==> src/rtl/toggle_req_ram_pkg.sv <==
package toggle_req_ram_pkg;

  // Strobes handed from the request control to the storage datapath.
  typedef struct packed {
    logic doRead;
    logic doWrite;
  } ramStrobes_t;

  function automatic int idxWidth(input int depth);
    return (depth > 1) ? $clog2(depth) : 1;
  endfunction

endpackage

==> src/rtl/toggle_req_ram_ctrl.sv <==
module toggle_req_ram_ctrl
  import toggle_req_ram_pkg::*;
(
  input  logic        clk,
  input  logic        rstN,
  input  logic        reqToggle,
  input  logic        wrSel,
  output logic        ackToggle,
  output ramStrobes_t strb
);

  logic ackBit;
  logic pending;

  // A request is outstanding while the two bits disagree.
  assign pending = reqToggle ^ ackBit;

  always_comb begin
    strb.doRead  = pending & ~wrSel;
    strb.doWrite = pending & wrSel;
  end

  // Retire the request by copying the requester bit.
  always_ff @(posedge clk or negedge rstN) begin
    if (!rstN)        ackBit <= 1'b0;
    else if (pending) ackBit <= reqToggle;
  end

  assign ackToggle = ackBit;

  // a pending request is retired at the very next edge
  assert_ack_follows_R5: assert property (@(posedge clk) disable iff (!rstN)
    (reqToggle != ackBit) |=> (ackBit == $past(reqToggle)));

  // with matching bits the acknowledge bit holds
  assert_idle_ack_hold_R1: assert property (@(posedge clk) disable iff (!rstN)
    (reqToggle == ackBit) |=> $stable(ackBit));

  // never a read and a write in the same cycle
  assert_single_strobe_R2: assert property (@(posedge clk) disable iff (!rstN)
    $onehot0({strb.doRead, strb.doWrite}));

endmodule

==> src/rtl/toggle_req_ram_dp.sv <==
module toggle_req_ram_dp
  import toggle_req_ram_pkg::*;
#(
  parameter int DEPTH     = 16,
  parameter int DATA_W    = 32,
  parameter int ADDR_IN_W = 4
) (
  input  logic              clk,
  input  logic              rstN,
  input  ramStrobes_t       strb,
  input  logic [ADDR_IN_W-1:0] addr,
  input  logic [DATA_W-1:0] wrData,
  output logic [DATA_W-1:0] rdData
);

  localparam int IDX_W   = idxWidth(DEPTH);
  localparam bit IS_POW2 = ((1 << IDX_W) == DEPTH);

  logic [IDX_W-1:0]  memIdx;
  logic [DATA_W-1:0] memArr [DEPTH];
  logic [DATA_W-1:0] rdReg;

  // Address reduction: truncation when the depth is a power of two,
  // a true modulo otherwise.
  generate
    if (IS_POW2) begin : g_wrapTrunc
      if (ADDR_IN_W > IDX_W) begin : g_drop
        logic [ADDR_IN_W-IDX_W-1:0] unusedHigh;
        assign unusedHigh = addr[ADDR_IN_W-1:IDX_W];
      end
      assign memIdx = addr[IDX_W-1:0];
    end else begin : g_wrapMod
      logic [31:0] wide;
      assign wide   = 32'(addr) % 32'(DEPTH);
      assign memIdx = wide[IDX_W-1:0];
    end
  endgenerate

  // Storage is deliberately not reset.
  always_ff @(posedge clk) begin
    if (strb.doWrite) memArr[memIdx] <= wrData;
  end

  always_ff @(posedge clk or negedge rstN) begin
    if (!rstN)            rdReg <= '0;
    else if (strb.doRead) rdReg <= memArr[memIdx];
  end

  assign rdData = rdReg;

  // a write leaves the read register untouched
  assert_write_keeps_rd_R4: assert property (@(posedge clk) disable iff (!rstN)
    strb.doWrite |=> $stable(rdReg));

  // without a read strobe the read register holds
  assert_idle_rd_hold_R1: assert property (@(posedge clk) disable iff (!rstN)
    !strb.doRead |=> $stable(rdReg));

  // the reduced index always lands inside the array
  assert_index_in_range_R6: assert property (@(posedge clk) disable iff (!rstN)
    (strb.doRead || strb.doWrite) |-> (int'(memIdx) < DEPTH));

endmodule

==> src/rtl/toggle_req_ram.sv <==
module toggle_req_ram
  import toggle_req_ram_pkg::*;
#(
  parameter int DEPTH     = 16,
  parameter int DATA_W    = 32,
  parameter int ADDR_IN_W = 4
) (
  input  logic                 clk,
  input  logic                 rstN,
  input  logic                 reqToggle,
  input  logic                 wrSel,
  input  logic [ADDR_IN_W-1:0] addr,
  input  logic [DATA_W-1:0]    wrData,
  output logic                 ackToggle,
  output logic [DATA_W-1:0]    rdData
);

  ramStrobes_t strb;

  toggle_req_ram_ctrl u_ctrl (
    .clk       (clk),
    .rstN      (rstN),
    .reqToggle (reqToggle),
    .wrSel     (wrSel),
    .ackToggle (ackToggle),
    .strb      (strb)
  );

  toggle_req_ram_dp #(
    .DEPTH     (DEPTH),
    .DATA_W    (DATA_W),
    .ADDR_IN_W (ADDR_IN_W)
  ) u_dp (
    .clk    (clk),
    .rstN   (rstN),
    .strb   (strb),
    .addr   (addr),
    .wrData (wrData),
    .rdData (rdData)
  );

  // out of reset both state outputs read zero
  assert_reset_zero_R7: assert property (@(posedge clk)
    $rose(rstN) |-> (ackToggle == 1'b0 && rdData == '0));

endmodule

==> config.mk <==
export PLATFORM = sky130hd
export DESIGN_NAME = toggle_req_ram
export DESIGN_NICKNAME = d
export VERILOG_FILES = /design/src/rtl/toggle_req_ram_pkg.sv /design/src/rtl/toggle_req_ram_ctrl.sv /design/src/rtl/toggle_req_ram_dp.sv /design/src/rtl/toggle_req_ram.sv
export SDC_FILE = /design/constraint.sdc
export NUM_CORES = 1
export LEC_CHECK = 0
export ABC_CLOCK_PERIOD_IN_PS = 4250
export BUFFER_PORTS_ARGS = -buffer_cell sky130_fd_sc_hd__clkbuf_2
export CAP_MARGIN = 10
export CORE_MARGIN = 4
export CORE_UTILIZATION = 33
export DETAILED_ROUTE_END_ITERATION = 10
export PLACE_DENSITY = 0.58
export REMOVE_ABC_BUFFERS = 1
export SLEW_MARGIN = 10
export SYNTH_ARGS = -nofsm -noshare
export SYNTH_HDL_FRONTEND = slang
export SYNTH_SLANG_ARGS = --single-unit
==> constraint.sdc <==
create_clock -name clk -period 4.25 [get_ports clk]
set_input_delay 0.6375 -clock clk [delete_from_list [all_inputs] [get_ports clk]]
set_output_delay 0.6375 -clock clk [all_outputs]
set_load 0.02 [all_outputs]
Word level (Yosys, flattened, before mapping). Memories as Yosys holds them, arrays and structs flattened. A register that Yosys moved wholly into a read port is not among the register bits. Index checks and enable logic that the tools add are counted.

Register bits after elaboration: 1. Memory bits (writable): 512. Input port bits: 40. Output and inout port bits: 33. Logic and storage cells: 9. Memories: 1.

Memory list: u_dp.memArr (words 16, width 32, rd ports 1, clocked after Yosys merged registers in 1, write ports 1, RTL line toggle_req_ram_dp.sv:20) `logic [DATA_W-1:0] memArr [DEPTH];`.

Multiplexer cells: 2. Bitwise gates (word level): 4. Reductions and logical operators: 1.

Operators by type and width (count): bitwise AND 1 bit (2); 2-to-1 mux 1 bit (2); zero test 1 bit (1); inverter 1 bit (1); bitwise XOR 1 bit (1).

Depth between registers and ports, before layout.
Word-level depth: 4. Gate-level depth with buffers: 7. Mapped depth without buffers: 4.

By module. A second synthesis with hierarchy kept.

Cells, all modules: 1112. Area total of the unflattened synthesis: 20893.8 um^2.

By module, submodules not included: toggle_req_ram_dp (times used 1, cells an instance 1107, area an instance 20842.5 um^2, sequential area each 16175.5 um^2); toggle_req_ram_ctrl (times used 1, cells an instance 5, area an instance 51.3 um^2, sequential area each 25.0 um^2).

Worst setup path after synthesis. Ideal clock, no wire load.

Kind: input to register. From: input addr[1]. To: memory u_dp.memArr[0][0], enable pin. Setup time: 0.461 ns. Arrival time: 3.756 ns. Data required time: 3.789 ns. Slack: 0.033 ns. Stages on the path: 5. Buffers on the path: 3. Cells stage by stage: buf_6 -> buf_4 -> clkbuf_1 -> or3_1 -> nor3_1.

RTL lines: from (decl) (RTL line toggle_req_ram.sv:12) `input logic [ADDR_IN_W-1:0] addr,`; to (decl) (RTL line toggle_req_ram_dp.sv:20).

Straight into the memory's write port.

Final worst setup path.
From: register u_ctrl.ackBit, in the netlist u_ctrl.ackToggle. To: memory u_dp.memArr[0][3], enable pin.

Longest elaborated chain between the ends: 4.

RTL lines: from (decl) (RTL line toggle_req_ram_ctrl.sv:12) `logic ackBit;`; from (signal assigned) (RTL line toggle_req_ram_ctrl.sv:26) `else if (pending) ackBit <= reqToggle;`; bitwise XOR 1 bit (RTL line toggle_req_ram_ctrl.sv:16) `assign pending = reqToggle ^ ackBit;`; bitwise AND 1 bit (RTL line toggle_req_ram_ctrl.sv:20) `strb.doWrite = pending & wrSel;`; 2-to-1 mux 1 bit (RTL line toggle_req_ram_dp.sv:41) `if (strb.doWrite) memArr[memIdx] <= wrData;`; 2-to-1 mux 1 bit (not written as such) (RTL line toggle_req_ram_dp.sv:41).

Every way passes these cells.

==> impl_metrics.tcl <==
set metrics [dict create \
    synthCells 996 \
    die_area_sq_um 66500 \
    postCtsSetupBuffers 0 \
    clkLatencyLatePin_ps 590 \
    fin_setup_tns_ps 0 \
    p_int_w 0.00908 \
    swShare_pct 21.4 \
    mostFrequentLayoutCells "512 x edfxtp_1, 107 x mux2i_1, 78 x mux4_2" \
    dp_hpwl_mm 26.9 \
    max_slew.worst_pin.slew_ps 837 \
    yosys_warnings 0 \
    register_area_sq_um 16200 \
    combPwrFrac_pct 6.0 \
    core-area_sq_um 61700 \
    reg2reg_to "u_dp.memArr[0][3]$_DFFE_PP_" \
    grt_pass1_vias 10340 \
    overflow 0 \
    first_pass_iters 5 \
    postLayoutCoreUtil_pct 38.8 \
    clk_pin_slew_ps 60 \
    cts.repair.resized 0 \
    vias 9852 \
    slew_headroom_pct 43.9 \
    die_h_um 258 \
    status "finished clean" \
    p_sw_w 0.00247 \
    rows 91 \
    fin_crit_sh_pct 62.5 \
    worstRegToRegCells 5 \
    n_antenna_cell 0 \
    postPlaceCellArea_sq_um 22100 \
    netlist_area_sq_um 20600 \
    synth_cell_types 27 \
    leakagePower_nw 7.84 \
    crit_family "simple AND/OR/NAND/NOR gates" \
    final_common_cell "edfxtp_1" \
    worstPathBufferInverterCount 1 \
    grt_max_degree 78 \
    r2r_slack_ps 1590 \
    cts_buffer_depth 3 \
    cts_root_buffer "clkbuf_16" \
    finalInstanceArea_sq_um 23900 \
    clkSinkCount 545 \
    hold_buffers 0 \
    slowest_delay_ps 690 \
    power_w 0.0116 \
    peakVddDrop_v 0.000293 \
    crit_path_max_fanout 25 \
    seqPwrFrac_pct 52.3 \
    endpoint_kind "flip-flop" \
    gp_congestion 0.733 \
    final-hold-violation-count 0 \
    drive_gt1_share_pct 24.8 \
    multi_input_area_sq_um 4120 \
    path_cells "xor2_2, nand2_1, or3_1, nor3_2, buf_12" \
    antenna_found_initial 1 \
    worst_ep_arrival_time_ps 2930 \
    syn_to_final_growth_pct 16.2 \
    clkPwrFrac_pct 41.7 \
    wire_per_inst_um 23.3 \
    fillerInstances 5595 \
    cts_tree "done" \
    synth_area_per_cell_sq_um 20.7 \
    period_minus_slack_ps 2660 \
    setup_viol 0 \
    yosys_register_bits 545 \
    port_buffers 72 \
    avgViaCountPerCell 4.97 \
    crit_type "reg2reg" \
    cpMaxStageDelayCell "nor3_2" \
    numCtsBuffers 55 \
    fin_skew_ps 15.0 \
    start_util_pct 33.4 \
    routed_wl_mm 46.3 \
    grt_first_pass_wirelength_mm 69.2 \
    drv_slew 0 \
    grt_use_total_pct 13.8 \
    route.detailed.drc 0 \
    synth_seq_area_share_pct 78.6 \
    max_freq_mhz 377 \
    boundaryPins 73 \
    powerDensity_nw_per_um2 482 \
    drv_cap 0 \
    rr_startpoint "u_ctrl.ackToggle$_DFFE_PN0N_" \
    die_w_um 258 \
    antenna_left 0 \
    htreeDepth 2 \
    nets 1140 \
    start_kind "flip-flop" \
    rsz0062_at_grt "false" \
    hp-class "in2async" \
    initialDrtViolationCount 730 \
    worstPathRequired_ps 4520 \
]
-- layer usage --
layer	vias up	global-route usage (%)	routed length, um
met5	-	0	13
met4	2	3.36	830
met3	57	2.37	2250
met2	260	23.3	23100
met1	5207	18.9	20100
li1	4326	-	-
-- logic make-up after synthesis --
family / count (synthesis) / share of synthesized area [%]
AO/OA/AOI/OAI: 114 / 3.70
buffers and inverters: 60 / 1.94
multiplexers: 185 / 13.7
AND/OR/NAND/NOR: 91 / 1.94
XOR/XNOR: 1 / 0.0790
flip-flops: 545 / 78.6
-- power groups by stage --
stage | clock network (W) | logic [W] | registers (W)
after floorplan | 0 | 0.000258 | 0.00622
after global placement | 0 | 0.000703 | 0.00616
after detailed placement | 0 | 0.000712 | 0.00616
after CTS | 0.00493 | 0.000713 | 0.00605
after global routing | 0.00515 | 0.000753 | 0.00605
final | 0.00481 | 0.000695 | 0.00604
-- through the flow --
| step | cells | setup WS (ps) | hold slack, ps |
|---|---|---|---|
| floorplan | 936 | 329 | 342 |
| global placement | 1880 | 1310 | 544 |
| detailed placement | 1880 | 1240 | 557 |
| CTS | 1984 | 1590 | 162 |
| global route | 1984 | 1500 | 178 |
| finish | 1984 | 1590 | 153 |
-- registers in the layout, summed over array words and instances (netlist names) --
| signal | cells |
|---|---|
| u_ctrl.ackToggle | 1 |
| u_dp.rdData | 32 |
| u_dp.memArr | 512 |
-- synthesized netlist by cell type --
cell type	n	area share, %
o22ai_1	57	1.7
a22oi_1	25	0.91
a31oi_1	25	0.76
nor2b_1	1	0.030
nand4_1	1	0.030
a221oi_1	7	0.30
buf_2	14	0.34
or2_2	1	0.030
mux4_2	78	8.5
nor3_1	4	0.097
buf_6	14	0.77
buf_4	14	0.51
nand3b_1	1	0.036
nand2b_1	3	0.091
xor2_2	1	0.079
or3b_1	2	0.085
nand4b_1	2	0.085
buf_1	7	0.13
nor2_1	69	1.3
nand2_1	2	0.036
or3_1	2	0.061
and2_1	2	0.061
and2b_1	1	0.036
dfrtp_1	33	4.0
edfxtp_1	512	75
clkbuf_1	11	0.20
mux2i_1	107	5.2
-- layout make-up --
type                       count  share of cell area, %
clock inverter                24                   1.04
timing repair buffer         107                   3.17
multi-input combinational    391                   17.2
tap                          837                   4.37
clock buffer                  80                   6.56
sequential                   545                   67.7
-- worst reg2reg max path, cell delays in order (launching register included) --
cell and delay, ps:
dfrtp_1 410, xor2_2 350, nand2_1 90, or3_1 470, nor3_2 690, buf_12 310
-- how the worst max path moves through the flow --
| stage | startpoint | endpoint | slack [ps] | cells past startpoint |
|---|---|---|---|---|
| 2_1_floorplan | reqToggle | u_dp.memArr[0][0]$_DFFE_PP_ | 330 | 4 |
| 3_3_place_gp | addr[0] | u_dp.memArr[5][8]$_DFFE_PP_ | 1310 | 4 |
| 3_5_place_dp | addr[0] | u_dp.memArr[1][2]$_DFFE_PP_ | 1240 | 4 |
| 4_1_cts | u_ctrl.ackToggle$_DFFE_PN0N_ | u_dp.memArr[0][23]$_DFFE_PP_ | 1590 | 5 |
| 5_1_grt | u_ctrl.ackToggle$_DFFE_PN0N_ | u_dp.memArr[0][3]$_DFFE_PP_ | 1500 | 5 |
| 6_report | u_ctrl.ackToggle$_DFFE_PN0N_ | u_dp.memArr[0][3]$_DFFE_PP_ | 1590 | 5 |
Note: power is estimated with default switching activity, not from simulation.
